<file path="config.mk">
export PLATFORM = sky130hd
export DESIGN_NAME = hwin_hscaler
export DESIGN_NICKNAME = d
export VERILOG_FILES = /design/src/rtl/hzx_pkg.sv /design/src/rtl/hzx_mode.sv /design/src/rtl/hzx_replicate.sv /design/src/rtl/hzx_interp.sv /design/src/rtl/hwin_hscaler.sv
export SDC_FILE = /design/constraint.sdc
export NUM_CORES = 1
export LEC_CHECK = 0
export ABC_AREA = 1
export BUFFER_PORTS_ARGS = -buffer_cell sky130_fd_sc_hd__buf_2
export CORE_ASPECT_RATIO = 0.9
export CORE_MARGIN = 1.5
export CORE_UTILIZATION = 40
export DETAILED_ROUTE_END_ITERATION = 8
export SLEW_MARGIN = 20
export SYNTH_ARGS = -nofsm -noshare
export SYNTH_HDL_FRONTEND = slang
export SYNTH_SLANG_ARGS = --single-unit
export TNS_END_PERCENT = 5
</file>
<file path="constraint.sdc">
create_clock -name clk -period 10 [get_ports clk]
set_input_delay 0 -clock clk [delete_from_list [all_inputs] [get_ports clk]]
set_output_delay 0 -clock clk [all_outputs]
set_load 0.02 [all_outputs]
</file>
<file path="src/rtl/hzx_pkg.sv">
package hzx_pkg;

  typedef struct packed {
    logic [3:0] num;     // outputs per group
    logic [3:0] den;     // inputs per group
    logic [1:0] den_sh;  // log2 of den
  } ratio_t;

  function automatic ratio_t ratio_of(input logic [1:0] code, input logic enable);
    ratio_t r;
    r.num    = 4'd1;
    r.den    = 4'd1;
    r.den_sh = 2'd0;
    if (enable) begin
      case (code)
        2'd1: begin r.num = 4'd9; r.den = 4'd8; r.den_sh = 2'd3; end
        2'd2: begin r.num = 4'd3; r.den = 4'd2; r.den_sh = 2'd1; end
        default: ;
      endcase
    end
    return r;
  endfunction

  function automatic logic [1:0] zoom_shift(input logic [1:0] code);
    case (code)
      2'd1:    return 2'd1;
      2'd2:    return 2'd2;
      default: return 2'd0;
    endcase
  endfunction

  function automatic logic [1:0] zoom_last_copy(input logic [1:0] code);
    case (code)
      2'd1:    return 2'd1;
      2'd2:    return 2'd3;
      default: return 2'd0;
    endcase
  endfunction

endpackage

</file>
<file path="src/rtl/hzx_mode.sv">
module hzx_mode
  import hzx_pkg::*;
#(
  parameter int LEN_W        = 12,
  parameter int MAX_SMOOTH_W = 720
) (
  input  logic             clk,
  input  logic             rst,
  input  logic [1:0]       zoom_mode,
  input  logic [1:0]       exp_mode,
  input  logic             win_exp_en,
  input  logic             all_exp_en,
  input  logic             smooth_en,
  input  logic [LEN_W-1:0] line_len,
  output logic [1:0]       zoom_q,
  output logic [3:0]       num_q,
  output logic [3:0]       den_q,
  output logic             smooth_q
);
  localparam int WW = LEN_W + 7;

  ratio_t        r;
  logic [WW-1:0] zlen;
  logic [WW-1:0] prod;
  logic [WW-1:0] width;
  logic          fits;

  always_comb begin
    r     = ratio_of(exp_mode, win_exp_en | all_exp_en);
    zlen  = WW'(line_len) << zoom_shift(zoom_mode);
    prod  = zlen * WW'(r.num);
    width = (prod + WW'(r.den) - WW'(1)) >> r.den_sh;
    fits  = (width <= WW'(MAX_SMOOTH_W));
  end

  always_ff @(posedge clk) begin
    if (rst) begin
      zoom_q   <= 2'd0;
      num_q    <= 4'd1;
      den_q    <= 4'd1;
      smooth_q <= 1'b0;
    end else begin
      zoom_q   <= zoom_mode;
      num_q    <= r.num;
      den_q    <= r.den;
      smooth_q <= smooth_en & fits;
    end
  end
endmodule

</file>
<file path="src/rtl/hzx_replicate.sv">
module hzx_replicate
  import hzx_pkg::*;
#(
  parameter int DW    = 8,
  parameter int LEN_W = 12
) (
  input  logic             clk,
  input  logic             rst,
  input  logic [1:0]       zoom,
  input  logic [LEN_W-1:0] line_len,
  input  logic             s_valid,
  output logic             s_ready,
  input  logic [DW-1:0]    s_data,
  input  logic             s_sol,
  output logic             m_valid,
  input  logic             m_ready,
  output logic [DW-1:0]    m_data,
  output logic             m_sol,
  output logic             m_last
);
  logic [DW-1:0]    pix_q;
  logic             held_q;
  logic             sol_q;
  logic             last_q;
  logic [1:0]       rep_q;
  logic [LEN_W-1:0] cnt_q;
  logic [LEN_W-1:0] idx;
  logic             src_last;
  logic             final_copy;

  assign final_copy = (rep_q == zoom_last_copy(zoom));
  assign s_ready    = !held_q || (m_ready && final_copy);
  assign idx        = s_sol ? '0 : cnt_q;
  assign src_last   = (idx == line_len - 1'b1);

  always_ff @(posedge clk) begin
    if (rst) begin
      pix_q  <= '0;
      held_q <= 1'b0;
      sol_q  <= 1'b0;
      last_q <= 1'b0;
      rep_q  <= 2'd0;
      cnt_q  <= '0;
    end else if (s_valid && s_ready) begin
      pix_q  <= s_data;
      held_q <= 1'b1;
      sol_q  <= s_sol;
      last_q <= src_last;
      rep_q  <= 2'd0;
      cnt_q  <= idx + 1'b1;
    end else if (held_q && m_ready) begin
      if (final_copy) begin
        held_q <= 1'b0;
      end else begin
        rep_q <= rep_q + 2'd1;
        sol_q <= 1'b0;
      end
    end
  end

  assign m_valid = held_q;
  assign m_data  = pix_q;
  assign m_sol   = sol_q;
  assign m_last  = last_q && final_copy;
endmodule

</file>
<file path="src/rtl/hzx_interp.sv">
module hzx_interp #(
  parameter int DW = 8
) (
  input  logic          clk,
  input  logic          rst,
  input  logic [3:0]    num,
  input  logic [3:0]    den,
  input  logic          smooth,
  input  logic          s_valid,
  output logic          s_ready,
  input  logic [DW-1:0] s_data,
  input  logic          s_sol,
  input  logic          s_last,
  output logic          out_valid,
  output logic [DW-1:0] out_data,
  output logic          out_sol
);
  localparam int MW = DW + 5;

  logic [DW-1:0] a_q, b_q;
  logic          a_last_q, b_last_q;
  logic          have_a_q, have_b_q;
  logic [3:0]    acc_q;
  logic          sol_pend_q;

  logic [DW-1:0] b_eff;
  logic          emit, adv, shift_ok, take;
  logic [4:0]    acc_sum;
  logic [3:0]    wa;
  logic [MW-1:0] mix, quo;
  logic [DW-1:0] near, pix;

  assign b_eff    = a_last_q ? a_q : b_q;
  assign emit     = have_a_q && (have_b_q || a_last_q);
  assign acc_sum  = {1'b0, acc_q} + {1'b0, den};
  assign adv      = (acc_sum >= {1'b0, num});
  assign shift_ok = emit && adv && !a_last_q;
  assign s_ready  = !have_a_q ||
                    (!a_last_q && (!have_b_q || (shift_ok && !b_last_q)));
  assign take     = s_valid && s_ready;

  always_comb begin
    wa  = num - acc_q;
    mix = MW'(a_q) * MW'(wa) + MW'(b_eff) * MW'(acc_q);
    case (num)
      4'd9:    quo = (mix + MW'(4)) / MW'(9);
      4'd3:    quo = (mix + MW'(1)) / MW'(3);
      default: quo = mix;
    endcase
    near = (({1'b0, acc_q} << 1) > {1'b0, num}) ? b_eff : a_q;
    pix  = smooth ? quo[DW-1:0] : near;
  end

  always_ff @(posedge clk) begin
    if (rst) begin
      a_q        <= '0;
      b_q        <= '0;
      a_last_q   <= 1'b0;
      b_last_q   <= 1'b0;
      have_a_q   <= 1'b0;
      have_b_q   <= 1'b0;
      acc_q      <= 4'd0;
      sol_pend_q <= 1'b0;
      out_valid  <= 1'b0;
      out_data   <= '0;
      out_sol    <= 1'b0;
    end else begin
      out_valid <= emit;
      out_sol   <= emit && sol_pend_q;
      if (emit) begin
        out_data   <= pix;
        sol_pend_q <= 1'b0;
        acc_q      <= adv ? 4'(acc_sum - {1'b0, num}) : acc_sum[3:0];
      end
      if (emit && adv && a_last_q) begin
        have_a_q <= 1'b0;
        have_b_q <= 1'b0;
      end else if (shift_ok) begin
        a_q      <= b_q;
        a_last_q <= b_last_q;
        have_b_q <= take;
        if (take) begin
          b_q      <= s_data;
          b_last_q <= s_last;
        end
      end else if (take) begin
        if (!have_a_q) begin
          a_q      <= s_data;
          a_last_q <= s_last;
          have_a_q <= 1'b1;
          if (s_sol) begin
            acc_q      <= 4'd0;
            sol_pend_q <= 1'b1;
          end
        end else begin
          b_q      <= s_data;
          b_last_q <= s_last;
          have_b_q <= 1'b1;
        end
      end
    end
  end
endmodule

</file>
<file path="src/rtl/hwin_hscaler.sv">
module hwin_hscaler #(
  parameter int DW           = 8,
  parameter int LEN_W        = 12,
  parameter int MAX_SMOOTH_W = 720
) (
  input  logic             clk,
  input  logic             rst,
  input  logic [1:0]       zoom_mode,
  input  logic [1:0]       exp_mode,
  input  logic             win_exp_en,
  input  logic             all_exp_en,
  input  logic             smooth_en,
  input  logic [LEN_W-1:0] line_len,
  input  logic             in_valid,
  output logic             in_ready,
  input  logic [DW-1:0]    in_data,
  input  logic             in_sol,
  output logic             out_valid,
  output logic [DW-1:0]    out_data,
  output logic             out_sol
);
  logic [1:0]    zoom_q;
  logic [3:0]    num_q, den_q;
  logic          smooth_q;
  logic          z_valid, z_ready, z_sol, z_last;
  logic [DW-1:0] z_data;

  hzx_mode #(.LEN_W(LEN_W), .MAX_SMOOTH_W(MAX_SMOOTH_W)) u_mode (
    .clk(clk), .rst(rst), .zoom_mode(zoom_mode), .exp_mode(exp_mode),
    .win_exp_en(win_exp_en), .all_exp_en(all_exp_en), .smooth_en(smooth_en),
    .line_len(line_len), .zoom_q(zoom_q), .num_q(num_q), .den_q(den_q),
    .smooth_q(smooth_q)
  );

  hzx_replicate #(.DW(DW), .LEN_W(LEN_W)) u_rep (
    .clk(clk), .rst(rst), .zoom(zoom_q), .line_len(line_len),
    .s_valid(in_valid), .s_ready(in_ready), .s_data(in_data), .s_sol(in_sol),
    .m_valid(z_valid), .m_ready(z_ready), .m_data(z_data), .m_sol(z_sol),
    .m_last(z_last)
  );

  hzx_interp #(.DW(DW)) u_interp (
    .clk(clk), .rst(rst), .num(num_q), .den(den_q), .smooth(smooth_q),
    .s_valid(z_valid), .s_ready(z_ready), .s_data(z_data), .s_sol(z_sol),
    .s_last(z_last), .out_valid(out_valid), .out_data(out_data),
    .out_sol(out_sol)
  );
endmodule

</file>
==> flow_metrics.env, run 1 <==
export IMPL_status="complete, no violations"
export IMPL_initial_core_util_pct=40.9
export IMPL_holdCritPathClass="in2reg"
export IMPL_io_pins=42
export IMPL_worst_slew_margin_rel_pct=43.1
export IMPL_drc=0
export IMPL_hold_viol=0
export IMPL_clkLatencyLatePin_ns=0.33
export IMPL_synth_cell_types=59
export IMPL_final_nets=1735
export IMPL_gp_congestion=0.877
export IMPL_initialDrtViolationCount=610
export IMPL_place_ws_ns=0.273
export IMPL_wirelength_um=24700
export IMPL_die_width_um=169
export IMPL_grtUsageTotal_pct=19.2
export IMPL_crit_fanout=7
export IMPL_dieArea_um2=25800
export IMPL_ant_nets=0
export IMPL_path_class="reg2reg"
export IMPL_core_um2=24300
export IMPL_layout_common_cells="nand2_1 (306), inv_1 (267), nor2_1 (146), nand3_1 (90), a21oi_1 (83)"
export IMPL_n_antenna_cell=0
export IMPL_netlist_instances=1503
export IMPL_vias=9372
export IMPL_fillCellCount=2536
export IMPL_setup_ws_ns=0.801
export IMPL_ys_seq_area_share_pct=13.3
export IMPL_hpwl_um=20200
export IMPL_min_delay_start="rst"
export IMPL_grt_max_degree=40
export IMPL_placedInstanceArea_um2=10500
export IMPL_worst_pin_slew_ns=0.850
export IMPL_grt_pass1_vias=8814
export IMPL_setup_viol_count_final=0
export IMPL_drive_gt1_share_pct=10.8
export IMPL_crit_top_cell="nand2_1"
export IMPL_htree_num_levels=3
export IMPL_power_density_nw_per_um2=192
export IMPL_ys_warnings_count=0
export IMPL_slowest_delay_ns=0.52
export IMPL_post_route_util_pct=45.1
export IMPL_hold_ws_ns=0.108
export IMPL_end_kind="flip-flop"
export IMPL_min_period_ns=9.20
export IMPL_firstDrtPassIters=6
export IMPL_clockBufferDepth=2
export IMPL_cts_tree="done"
export IMPL_async_flop_share_pct=0
export IMPL_portBuffers=41
export IMPL_clock_sinks=66
export IMPL_fin_setup_tns_ns=0
export IMPL_stdcell_count=1859
export IMPL_gr_total_overflow=0
export IMPL_maxCapViolCount=0
export IMPL_final_common_cell="nand2_1"
export IMPL_fmax_mhz=109
export IMPL_antenna_found_initial=0
export IMPL_finalPower_mw=2.10
export IMPL_cts_buffers=9
export IMPL_cts_clk_slew_worst_paths_ns=0.05
export IMPL_synth_area_um2=9950
export IMPL_slew_viol_final=0
export IMPL_leakagePower_nw=5.53
export IMPL_yosys_register_bits=66
export IMPL_fin_crit_sh_pct=92.0
export IMPL_grt_pass1_wl_um=41300
export IMPL_cp_required_ns=10.21
export IMPL_syn_area_per_cell_um2=6.62
export IMPL_cp_slowest_cell="fa_1"
export IMPL_avgRoutedWirePerCell_um=13.3
export IMPL_clock_root_buffer="clkbuf_16"
export IMPL_timing_rr_start="u_mode.den_q[1]"
export IMPL_via_per_inst=5.04
export IMPL_synth_edf_count=0
export IMPL_critPathLaunchType="flip-flop"
export IMPL_die_h_um=153
export IMPL_rows=54
export IMPL_arrival_ns=9.41
export IMPL_critPathTopFamily="simple AND/OR/NAND/NOR gates"
export IMPL_crit_buf_inv=9
export IMPL_peakVddDrop_v=0.000182
export IMPL_syn2layout_area_growth_pct=10.3
export IMPL_dpl_cell_count=1829
export IMPL_finClkSkew_ns=0.00596
export IMPL_design_area_um2=11000
export IMPL_ys_flop_type="dfxtp_1"
export IMPL_cp_startpoint="u_mode.den_q[1]"
==> state kept, by name, summed over array words and instances, names as in the netlist, 2 cells and up <==
name,count
u_interp.a_q,8
u_rep.rep_q,2
u_mode.den_q,2
u_rep.cnt_q,12
u_interp.acc_q,4
u_mode.zoom_q,2
u_interp.b_q,8
u_rep.m_data,8
u_interp.out_data,8
==> logic make-up (layout without fill, tap and decap cells) <==
family	count (synthesis)	in the layout	share of synthesized area [%]
simple gates	675	675	30.8
buf+inv	315	361	12.1
compound gates	232	232	13.3
fa+ha+maj	157	157	25.3
flops	66	66	13.3
xor+xnor	56	56	5.16
other cells	2	4	0.0755
==> layer usage <==
layer | vias up | track usage (%) | part of all wire (%)
li1 | 4892 | - | -
met1 | 4275 | 26.2 | 50
met2 | 181 | 32.5 | 45
met3 | 24 | 2.39 | 3.3
met4 | 0 | 3.92 | 1.7
met5 | - | 0 | 0
==> final timing paths <==
path | end | slack (ns) | cells after the start
worst min-delay path | u_mode.num_q[3] | 0.11 | 2
worst min register to register | u_interp.b_last_q | 0.45 | 2
worst max register to register | u_interp.out_data[0] | 0.80 | 64
worst max-delay path | u_interp.out_data[0] | 0.80 | 64
==> synth_stat cells (4+ instances only) <==
cell type / count / area (um^2)
o21bai_1: 6 / 45.0
fa_1: 74 / 1480
inv_1: 269 / 1010
dfxtp_1: 66 / 1320
a31oi_1: 13 / 81.3
ha_1: 83 / 1040
inv_2: 10 / 37.5
o22ai_1: 14 / 87.6
a21o_1: 4 / 30.0
o21ai_1: 16 / 80.1
nand3_2: 13 / 130
clkbuf_1: 29 / 109
o21ai_0: 65 / 325
nand3_1: 91 / 455
xnor2_1: 12 / 105
nand3b_1: 4 / 30.0
nand2_1: 308 / 1160
nor2_1: 146 / 548
nor2_2: 5 / 31.3
nand2_2: 34 / 213
or2_2: 8 / 50.1
nor3_1: 18 / 90.1
a221oi_1: 5 / 43.8
xor2_1: 41 / 359
o211ai_1: 4 / 30.0
nand4_1: 28 / 175
a21oi_1: 83 / 415
==> worst register-to-register path: cells and delay by family (launching register included) <==
kind                       cells  cell delay (ns)
AOI/OAI and AO/OA              1             0.05
xor gates and xnor gates       1             0.23
adders and majority gates      9             3.14
buffers and inverters          9             0.60
DFF                            1             0.35
and+or+nand+nor               44             4.74
==> where the power goes <==
group	internal [mW]	leakage (nW)	switching (mW)
Clock	0.192	0.147	0.111
Combinational	0.544	4.84	0.967
Sequential	0.276	0.539	0.0144
==> timing repair <==
action	4_1_cts	5_1_grt
buffers inserted	0	4
hold endpoints to repair	11	0
hold buffers	11	0
endpoints found under the setup margin	0	2
resized for setup	0	24
==> final cells by class <==
class                           instances  area [um^2]  area share (%)
Sequential cell                        66         1330            12.1
Multi-Input combinational cell       1124         7510            68.4
Clock inverter                          2         10.0          0.0912
Inverter                              282         1060            9.67
Clock buffer                           13          280            2.55
Timing Repair Buffer                   64          405            3.69
Tap cell                              308          385            3.51
Note: power is estimated with default switching activity, not from simulation.
==> inputs of run 2 (changes only) <==
--- a/config.mk
+++ b/config.mk
@@ -11,7 +11,6 @@
 export CORE_MARGIN = 1.5
 export CORE_UTILIZATION = 40
 export DETAILED_ROUTE_END_ITERATION = 8
-export SLEW_MARGIN = 20
 export SYNTH_ARGS = -nofsm -noshare
 export SYNTH_HDL_FRONTEND = slang
 export SYNTH_SLANG_ARGS = --single-unit
==> constraint.sdc (replaced) <==
create_clock -name clk -period 10 [get_ports clk]
set_input_delay 1 -clock clk [delete_from_list [all_inputs] [get_ports clk]]
set_output_delay 1 -clock clk [all_outputs]
set_load 0.02 [all_outputs]
==> flow_metrics.env, run 2 (synthesis gave the netlist of run 1 again) <==
export IMPL_drc=0
export IMPL_worst_slew_margin_rel_pct=45.7
export IMPL_fin_crit_sh_pct=92.0
export IMPL_use_met3_pct=2.39
export IMPL_end_kind="flip-flop"
export IMPL_clock_root_buffer="clkbuf_16"
export IMPL_use_met1_pct=26.2
export IMPL_grtUsageTotal_pct=19.1
export IMPL_via_per_inst=5.06
export IMPL_intPower_mw=1.01
export IMPL_grt_busiest_layer="met2"
export IMPL_cts_tree="done"
export IMPL_post_route_util_pct=44.7
export IMPL_clkLatencyLatePin_ns=0.33
export IMPL_grt_pass1_vias=8754
export IMPL_crit_top_cell="nand2_1"
export IMPL_avgRoutedWirePerCell_um=13.3
export IMPL_slowest_delay_ns=0.52
export IMPL_hpwl_um=20200
export IMPL_n_antenna_cell=0
export IMPL_worst_pin_slew_ns=0.793
export IMPL_clockPowerShare_pct=14.4
export IMPL_clock_sinks=66
export IMPL_drive_gt1_share_pct=10.8
export IMPL_htree_num_levels=3
export IMPL_cts_buffers=9
export IMPL_rows=54
export IMPL_die_width_um=169
export IMPL_power_frac_comb_pct=71.8
export IMPL_final_nets=1724
export IMPL_leakagePower_nw=5.49
export IMPL_grt_max_degree=40
export IMPL_pwr_share_seq_pct=13.8
export IMPL_peakVddDrop_v=0.000183
export IMPL_gp_congestion=0.877
export IMPL_syn2layout_area_growth_pct=9.23
export IMPL_power_density_nw_per_um2=193
export IMPL_initialDrtViolationCount=522
export IMPL_antenna_found_initial=0
export IMPL_dieArea_um2=25800
export IMPL_finalPower_mw=2.10
export IMPL_holdCritPathClass="reg2reg"
export IMPL_portBuffers=41
export IMPL_switching_share_pct=51.9
export IMPL_wirelength_um=24500
export IMPL_dpl_cell_count=1829
export IMPL_crit_fanout=7
export IMPL_fmax_mhz=109
export IMPL_finClkSkew_ns=0.00379
export IMPL_min_period_ns=9.20
export IMPL_largest_register="u_rep.cnt_q"
export IMPL_final_common_cell="nand2_1"
export IMPL_arrival_ns=9.41
export IMPL_status="complete, no violations"
export IMPL_grt_use_met2_pct=32.2
export IMPL_die_h_um=153
export IMPL_firstDrtPassIters=5
export IMPL_initial_core_util_pct=40.9
export IMPL_vias=9355
export IMPL_largest_reg_flops=12
export IMPL_path_class="reg2reg"
export IMPL_stdcell_count=1848
export IMPL_gr_total_overflow=0
export IMPL_cp_slowest_cell="fa_1"
export IMPL_critPathLaunchType="flip-flop"
export IMPL_layout_common_cells="nand2_1 (306), inv_1 (267), nor2_1 (146), nand3_1 (90), a21oi_1 (83)"
export IMPL_core_um2=24300
export IMPL_clockBufferDepth=2
export IMPL_setup_viol_count_final=0
export IMPL_hold_viol=0
export IMPL_cp_required_ns=10.21
export IMPL_ant_nets=0
export IMPL_maxCapViolCount=0
export IMPL_grt_pass1_wl_um=41100
export IMPL_io_pins=42
export IMPL_power_switching_mw=1.09
export IMPL_hold_ws_ns=0.446
export IMPL_cts_clk_slew_worst_paths_ns=0.05
export IMPL_slew_viol_final=0
export IMPL_placedInstanceArea_um2=10500
export IMPL_design_area_um2=10900
-- run 2: repair_timing --
| item | in CTS | in global routing |
|---|---|---|
| setup buffers | 0 | 4 |
| hold buffers | 0 | 0 |
| resized for setup | 0 | 24 |
| endpoints found under the setup margin | 0 | 2 |
-- run 2: final timing paths --
check / startpoint / end / slack (ns) / depth (start not counted)
max: u_mode.den_q[1] / u_interp.out_data[0] / 0.80 / 64
min: u_interp.b_last_q / u_interp.b_last_q / 0.45 / 2
max reg2reg: u_mode.den_q[1] / u_interp.out_data[0] / 0.80 / 64
min reg2reg: u_interp.b_last_q / u_interp.b_last_q / 0.45 / 2
-- run 2: power groups by stage --
stage	clock network [mW]	registers [mW]	logic (mW)
floorplan	0	0.290	1.20
global placement	0	0.295	1.44
detailed placement	0	0.295	1.46
CTS	0.309	0.289	1.47
global route	0.322	0.291	1.72
finish	0.302	0.290	1.51
-- run 2: through the flow --
step                worst slack [ns]  TNS, ns
finish                         0.803        0
global route                 -0.0156  -0.0156
CTS                            0.266        0
detailed placement             0.273        0
global placement               0.607        0
floorplan                       1.22        0
-- run 2: cell type report --
| type | count | area, um^2 |
|---|---|---|
| multi-input cells | 1124 | 7510 |
| repair buffers | 53 | 295 |
| well taps | 308 | 385 |
| clock inverters | 2 | 10.0 |
| flip-flops and latches | 66 | 1330 |
| fillers | 2548 | 13500 |
| clock buffers | 13 | 280 |
| inverters | 282 | 1060 |
-- run 2: critical path: cells and delay by family (launching register included) --
kind | cells | cell delay (ns)
DFF | 1 | 0.35
adders and majority gates | 9 | 3.15
and+or+nand+nor | 44 | 4.72
xor gates and xnor gates | 1 | 0.23
AOI/OAI and AO/OA | 1 | 0.05
buffers and inverters | 9 | 0.58
-- run 2: layer usage --
| metal | up-vias | share of wire [%] |
|---|---|---|
| met5 | - | 0 |
| met4 | 0 | 1.7 |
| met3 | 24 | 3.1 |
| met2 | 162 | 45 |
| met1 | 4306 | 50 |
| li1 | 4863 | - |
